$ cat src/rtl/kg_pkg.sv
package kg_pkg;

    localparam int KG_W = 160;

    // bit positions whose meaning the control and feed logic depends on
    localparam int R_CTL_RBIT = 106;
    localparam int R_CTL_SBIT = 54;
    localparam int S_CTL_SBIT = 106;
    localparam int S_CTL_RBIT = 53;
    localparam int MIX_SBIT   = 80;
    localparam int TOP_BIT    = KG_W - 1;
    localparam int NEXT_BIT   = KG_W - 2;

    typedef logic [KG_W-1:0] kg_vec_t;

    typedef struct packed {
        kg_vec_t r;
        kg_vec_t s;
    } kg_state_t;

    typedef enum logic {
        KG_RUN  = 1'b0,
        KG_INIT = 1'b1
    } kg_mode_e;

    // computed fixed-pattern generator for the constant masks
    function automatic kg_vec_t kg_pattern(input int mul, input int add, input int modv);
        kg_vec_t v;
        for (int i = 0; i < KG_W; i++) begin
            v[i] = (((i * mul) + add) % modv) < (modv / 2);
        end
        return v;
    endfunction

    localparam kg_vec_t EDGE_BITS = (kg_vec_t'(1) << TOP_BIT) | kg_vec_t'(1);

    localparam kg_vec_t R_TAPS  = kg_pattern(7, 3, 11) | kg_vec_t'(1);
    localparam kg_vec_t S_COMP0 = kg_pattern(5, 1, 9)  & ~EDGE_BITS;
    localparam kg_vec_t S_COMP1 = kg_pattern(3, 4, 7)  & ~EDGE_BITS;
    localparam kg_vec_t S_FB0   = kg_pattern(11, 2, 13);
    localparam kg_vec_t S_FB1   = kg_pattern(13, 5, 17);
    localparam kg_vec_t S_KEEP  = ~EDGE_BITS;
    localparam kg_vec_t S_TOP   = kg_vec_t'(1) << TOP_BIT;

endpackage

$ cat src/rtl/kg_r_update.sv
module kg_r_update
    import kg_pkg::*;
(
    input  kg_vec_t r_i,
    input  kg_vec_t s_i,
    input  logic    mix_i,
    input  logic    ibit_i,
    output kg_vec_t r_o
);
    logic    ctl;
    logic    feed;
    logic    fb;
    kg_vec_t stepped;

    always_comb begin
        ctl     = s_i[R_CTL_SBIT] ^ r_i[R_CTL_RBIT];
        feed    = ibit_i ^ (s_i[MIX_SBIT] & mix_i);
        fb      = r_i[TOP_BIT] ^ feed;
        stepped = r_i << 1;
        if (fb) begin
            stepped = stepped ^ R_TAPS;
        end
        if (ctl) begin
            stepped = stepped ^ r_i;
        end
        r_o = stepped;
    end
endmodule

$ cat src/rtl/kg_s_update.sv
module kg_s_update
    import kg_pkg::*;
(
    input  kg_vec_t s_i,
    input  kg_vec_t r_i,
    input  logic    ibit_i,
    output kg_vec_t s_o
);
    logic    ctl;
    logic    fb;
    kg_vec_t sh_up;
    kg_vec_t sh_dn;
    kg_vec_t mixed;

    always_comb begin
        ctl   = s_i[S_CTL_SBIT] ^ r_i[S_CTL_RBIT];
        fb    = s_i[TOP_BIT] ^ ibit_i;
        sh_up = s_i << 1;
        sh_dn = s_i >> 1;
        mixed = (sh_up ^ ((s_i ^ S_COMP0) & (sh_dn ^ S_COMP1))) & S_KEEP;
        if (s_i[NEXT_BIT]) begin
            mixed = mixed ^ S_TOP;
        end
        if (fb) begin
            mixed = mixed ^ (ctl ? S_FB1 : S_FB0);
        end
        s_o = mixed;
    end
endmodule

$ cat src/rtl/kg_step.sv
module kg_step
    import kg_pkg::*;
(
    input  kg_state_t st_i,
    input  logic      mix_i,
    input  logic      ibit_i,
    output kg_state_t st_o,
    output logic      z_o
);
    kg_vec_t r_nx;
    kg_vec_t s_nx;

    kg_r_update u_r (
        .r_i   (st_i.r),
        .s_i   (st_i.s),
        .mix_i (mix_i),
        .ibit_i(ibit_i),
        .r_o   (r_nx)
    );

    kg_s_update u_s (
        .s_i   (st_i.s),
        .r_i   (st_i.r),
        .ibit_i(ibit_i),
        .s_o   (s_nx)
    );

    assign st_o = '{r: r_nx, s: s_nx};
    assign z_o  = st_i.r[0] ^ st_i.s[0];
endmodule

$ cat src/rtl/kg2_core.sv
module kg2_core
    import kg_pkg::*;
#(
    parameter int LANES = 2
) (
    input  logic               clk,
    input  logic               rst,
    input  logic               en,
    input  logic               init_mode,
    input  logic               mix,
    input  logic               in_bit,
    input  logic               load,
    input  logic [KG_W-1:0]    r_load,
    input  logic [KG_W-1:0]    s_load,
    output logic [LANES-1:0]   ks,
    output logic               ks_valid
);
    kg_state_t st_q;
    kg_state_t chain [LANES+1];
    logic [LANES-1:0] z_v;
    kg_mode_e  mode;
    logic      mix_eff;
    logic      ibit_eff;

    assign mode     = kg_mode_e'(init_mode);
    assign mix_eff  = (mode == KG_INIT) & mix;
    assign ibit_eff = (mode == KG_INIT) & in_bit;
    assign chain[0] = st_q;

    for (genvar g = 0; g < LANES; g++) begin : g_lane
        if (g == 0) begin : g_first
            kg_step u_step (
                .st_i  (chain[g]),
                .mix_i (mix_eff),
                .ibit_i(ibit_eff),
                .st_o  (chain[g+1]),
                .z_o   (z_v[g])
            );
        end else begin : g_rest
            kg_step u_step (
                .st_i  (chain[g]),
                .mix_i (1'b0),
                .ibit_i(1'b0),
                .st_o  (chain[g+1]),
                .z_o   (z_v[g])
            );
        end
    end

    always_ff @(posedge clk) begin
        if (rst) begin
            st_q     <= '0;
            ks       <= '0;
            ks_valid <= 1'b0;
        end else if (load) begin
            st_q     <= '{r: r_load, s: s_load};
            ks_valid <= 1'b0;
        end else if (en) begin
            if (mode == KG_INIT) begin
                st_q     <= chain[1];
                ks_valid <= 1'b0;
            end else begin
                st_q     <= chain[LANES];
                ks       <= z_v;
                ks_valid <= 1'b1;
            end
        end else begin
            ks_valid <= 1'b0;
        end
    end
endmodule

$ cat config.mk
export PLATFORM = sky130hd
export DESIGN_NAME = kg2_core
export DESIGN_NICKNAME = d
export VERILOG_FILES = /design/src/rtl/kg_pkg.sv /design/src/rtl/kg_r_update.sv /design/src/rtl/kg_s_update.sv /design/src/rtl/kg_step.sv /design/src/rtl/kg2_core.sv
export SDC_FILE = /design/constraint.sdc
export NUM_CORES = 2
export LEC_CHECK = 0
export CAP_MARGIN = 15
export CORE_MARGIN = 2
export CORE_UTILIZATION = 59
export CTS_BUF_LIST = sky130_fd_sc_hd__clkbuf_4 sky130_fd_sc_hd__clkbuf_8 sky130_fd_sc_hd__clkbuf_16
export DETAILED_ROUTE_END_ITERATION = 10
export GPL_TIMING_DRIVEN = 0
export PLACE_DENSITY = 0.82
export SLEW_MARGIN = 20
export SYNTH_ARGS = -nofsm -noshare
export SYNTH_HDL_FRONTEND = slang
export SYNTH_HIERARCHICAL = 1
export SYNTH_SLANG_ARGS = --single-unit
$ cat constraint.sdc
create_clock -name clk -period 4 [get_ports clk]
set_clock_uncertainty 0.05 [all_clocks]
set_input_delay 0.4 -clock clk [delete_from_list [all_inputs] [get_ports clk]]
set_output_delay 0.4 -clock clk [all_outputs]
set_load 0.02 [all_outputs]
==> impl.org <==
** Synthesis
- Syn avg cell area :: 9.17 um2
- Warnings, synthesis :: 6
- The mapped netlist covers 31,800 um2.
- Share of the synthesized area in the top cell type :: 0.204
- The netlist uses 29 different library cells.
- The cell count after synthesis came out at 3,466.
- Synth area leader :: dfxtp_1
- Of the synthesized area, sequential elements account for 0.204.
- Post-synthesis sequential element count :: 323
- Cell types with the largest area share after synthesis :: dfxtp_1 20%, xnor2_1 18%, mux2i_1 10%

** Detailed routing
- After detailed routing, the number of vias per cell comes to 6.01.
- For this block, the routed nets add up to a little over 90 mm of wire.
- Before antenna repair, the detailed router went through 5 iterations.
- Average wire per standard cell :: around 20 um
- Remaining antenna violation count :: 0
- The routed layout has 27,500 vias.
- Starting DRT DRC Count :: 1,975
- DRC Markers :: 0

** Job
- Total of max-cap violations :: 0

** Worst setup path
- Type of the worst setup path :: input pin to register
- Crit path capture type :: register
- Of all nets on the critical path, the largest fanout is 10.
- Critical path arrival :: between 4 and 5 ns
- Startpoint type of the worst setup path :: input pin
- Data on the critical path is required at its endpoint by 4.39 ns.

** Timing
- For the finished layout, the period the worst path requires is 3.79 ns.
- After layout, the worst setup slack is approximately 0.21 ns.
- For the pin with the worst max-slew slack, the measured transition is 1.01 ns.
- Highest achievable clock rate :: 264 MHz
- The final hold violation count is 0.
- Measured against its own limit, the worst slew margin works out to 0.326.
- The total count of max-transition violations in the final report was 0.
- Setup repair after global routing left no endpoint under its margin.
- Final count of negative-setup-slack endpoints :: 0
- Final Cycle Share :: 0.947

** Floorplanning
- The die covers around 56,000 um2.
- Standard cell core area :: 53,500 um2
- The initial utilization of the core area, before any placement, comes to 0.594.
- Die Ht :: 236 um
- The floorplan step set the die width to 236 um.
- FP Rows :: 85
- In this run the count of I/O pins placed on the die edge is 330.

** Placement
- Timing analysis after detailed placement gives a worst setup slack of -0.872 ns.
- Input and output buffers added on the ports amount to 327.
- Counting tap cells, the placed design contains a total of 4,491 instances.
- Half-perimeter wire length of the detailed placement result :: about 67 mm
- Instance area at placement :: around 36,000 um2
- The congestion estimate from routability-driven global placement came to 0.897.

** Cells and area
- Footprint of the flip-flops and latches :: ~6500 um2
- Multi-input gate area in the final layout :: around 24,000 um2
- The net count of the finished layout is 4,168.
- At the end of the flow the core is filled with cells to 0.699.
- Most common cell after layout, fill and taps aside :: nand2_1
- The area growth from synthesis to layout is 17.8%.
- After filler insertion, the fill cell instance count of the layout stands at 4,251.
- Non-filler instance count after layout :: between 4,000 and 5,000
- Summing all non-filler instances in the final layout gives an area of between 30,000 and 40,000 um2.
- Highest-count cells in the layout ignoring fill and taps :: 742 x nand2_1, 649 x xnor2_1, 327 x clkdlybuf4s50_1
- Ratio of cells with drive above 1 in the final layout :: 0.109

** Clock tree
- The longest clock path from root to sink contains 3 buffers.
- Cell at the root of the clock tree :: clkbuf_16
- Clock slew at reported path FFs :: around 0.060 ns
- The H-tree was split into 2 levels.
- TritonCTS clock tree :: done
- Clk_lat worst skew :: 0.58 ns
- Number of hold buffers added after cts :: 0
- Num CTS Buffers :: 43
- For this design, the sink count on the clock tree is 323.

** Pwr
- The internal power of the cells totals 13,300 uW.
- Areal power density over the cells :: 591 nW/um2
- Overall power after layout :: ~22,000 uW
- Of the total power, combinational logic draws 0.626.
- Net switching power of the design :: 8850 uW
- The share of total power dissipated in the clock network is 0.181.
- Switching part of the total power :: 0.400
- Summed over all cells, the static leakage comes to 0.0145 uW.
- Part of the power in registers :: 0.193
- Across the VDD grid, the largest voltage drop is 434 uV.

** Global route
- Global-route wire length before repair :: roughly 150 mm
- Aggregate global routing overflow :: 0
- Entering global routing, the biggest net connects 11 pins.
- Vias in the first global route :: 26,700
- The initial antenna violation count came to 8.
- All-layer global routing usage :: 0.328

** Hold path
- The tightest min-delay check is of the input pin to register type.

** Run status
- Run status :: complete, no violations
-- state kept, by name, summed over array words and instances, names as in the netlist --
name / count
chain: 320
ks: 2
ks_valid: 1
-- cells in the mapped netlist --
| cell | number |
|---|---|
| xor3_1 | 136 |
| or2_2 | 1 |
| buf_2 | 119 |
| buf_8 | 14 |
| or4b_2 | 95 |
| inv_2 | 2 |
| nor2_1 | 66 |
| xnor2_1 | 650 |
| xor3_4 | 4 |
| nor2b_1 | 107 |
| o221ai_2 | 60 |
| and2_1 | 4 |
| conb_1 | 1 |
| dfxtp_1 | 323 |
| xor2_1 | 84 |
| or3b_1 | 1 |
| nand2_1 | 742 |
| xnor2_2 | 4 |
| buf_6 | 14 |
| xnor2_4 | 2 |
| nor2_2 | 2 |
| or4b_1 | 223 |
| nand3b_1 | 2 |
| nor3b_2 | 1 |
| clkbuf_1 | 154 |
| o221ai_1 | 260 |
| mux2i_1 | 324 |
| buf_4 | 25 |
| nand2b_1 | 46 |
-- metal layers --
metal | share of wire | GRT usage | wire, um
met1 | 0.43 | 0.445 | 40300
met2 | 0.45 | 0.521 | 42500
met3 | 0.075 | 0.0506 | 7030
met4 | 0.039 | 0.136 | 3650
met5 | 0 | 0 | 0
-- per-stage QoR --
stage | setup TNS [ns] | hold WS [ns]
4_1_cts | 0 | 0.361
6_report | 0 | 0.386
3_5_place_dp | -62.24 | 0.471
2_1_floorplan | 0 | 0.483
5_1_grt | 0 | 0.377
3_3_place_gp | -59.50 | 0.481
-- power groups by stage --
stage | registers, uW | logic [uW] | clock network, uW
2_1_floorplan | 4160 | 11300 | 0
3_3_place_gp | 4300 | 13300 | 0
3_5_place_dp | 4310 | 13600 | 0
4_1_cts | 4250 | 13700 | 4050
5_1_grt | 4330 | 15000 | 4180
6_report | 4260 | 13800 | 4010
-- what timing repair did --
item | in CTS | in global routing
endpoints found under the setup margin | 80 | 46
pin swaps | 1 | 0
gates resized for setup | 0 | 4
buffers inserted | 1 | 0
-- logic make-up after synthesis --
| family | share of synthesized area |
|---|---|
| flops | 0.204 |
| simple gates | 0.228 |
| compound gates | 0.100 |
| mux | 0.102 |
| xor+xnor | 0.311 |
| other cells | 0.000118 |
| buf+inv | 0.0547 |
-- critical path: stages --
cell and delay [ns]:
buf_2 0.27, buf_2 0.34, buf_2 0.36, and2_1 0.32
xnor2_2 0.14, xnor2_4 0.24, buf_8 0.21, xor3_1 0.50
xnor2_2 0.34, and2_1 0.17, buf_2 0.19, buf_6 0.22
xnor2_1 0.10, mux2i_1 0.20, o221ai_1 0.16
-- final timing paths --
| path | startpoint | endpoint | slack (ns) | cells past startpoint |
|---|---|---|---|---|
| max reg2reg | chain[694]$_SDFFE_PP0P_ | chain[853]$_SDFFE_PP0P_ | 0.31 | 11 |
| min | s_load[64] | chain[704]$_SDFFE_PP0P_ | 0.39 | 3 |
| min reg2reg | ks[1]$_SDFFE_PP0P_ | ks[1]$_SDFFE_PP0P_ | 0.49 | 2 |
| max | init_mode | chain[686]$_SDFFE_PP0P_ | 0.21 | 15 |
-- area by class of cell --
type / instances / share of cell area
Multi-Input combinational cell: 2817 / 0.631
Sequential cell: 323 / 0.173
Tap cell: 696 / 0.0233
Clock inverter: 8 / 0.00241
Antenna cell: 9 / 0.000602
Timing Repair Buffer: 328 / 0.0877
Buffer: 326 / 0.0462
Clock buffer: 67 / 0.0360
Inverter: 2 / 0.000201
Power figures use the tool's default switching activity.
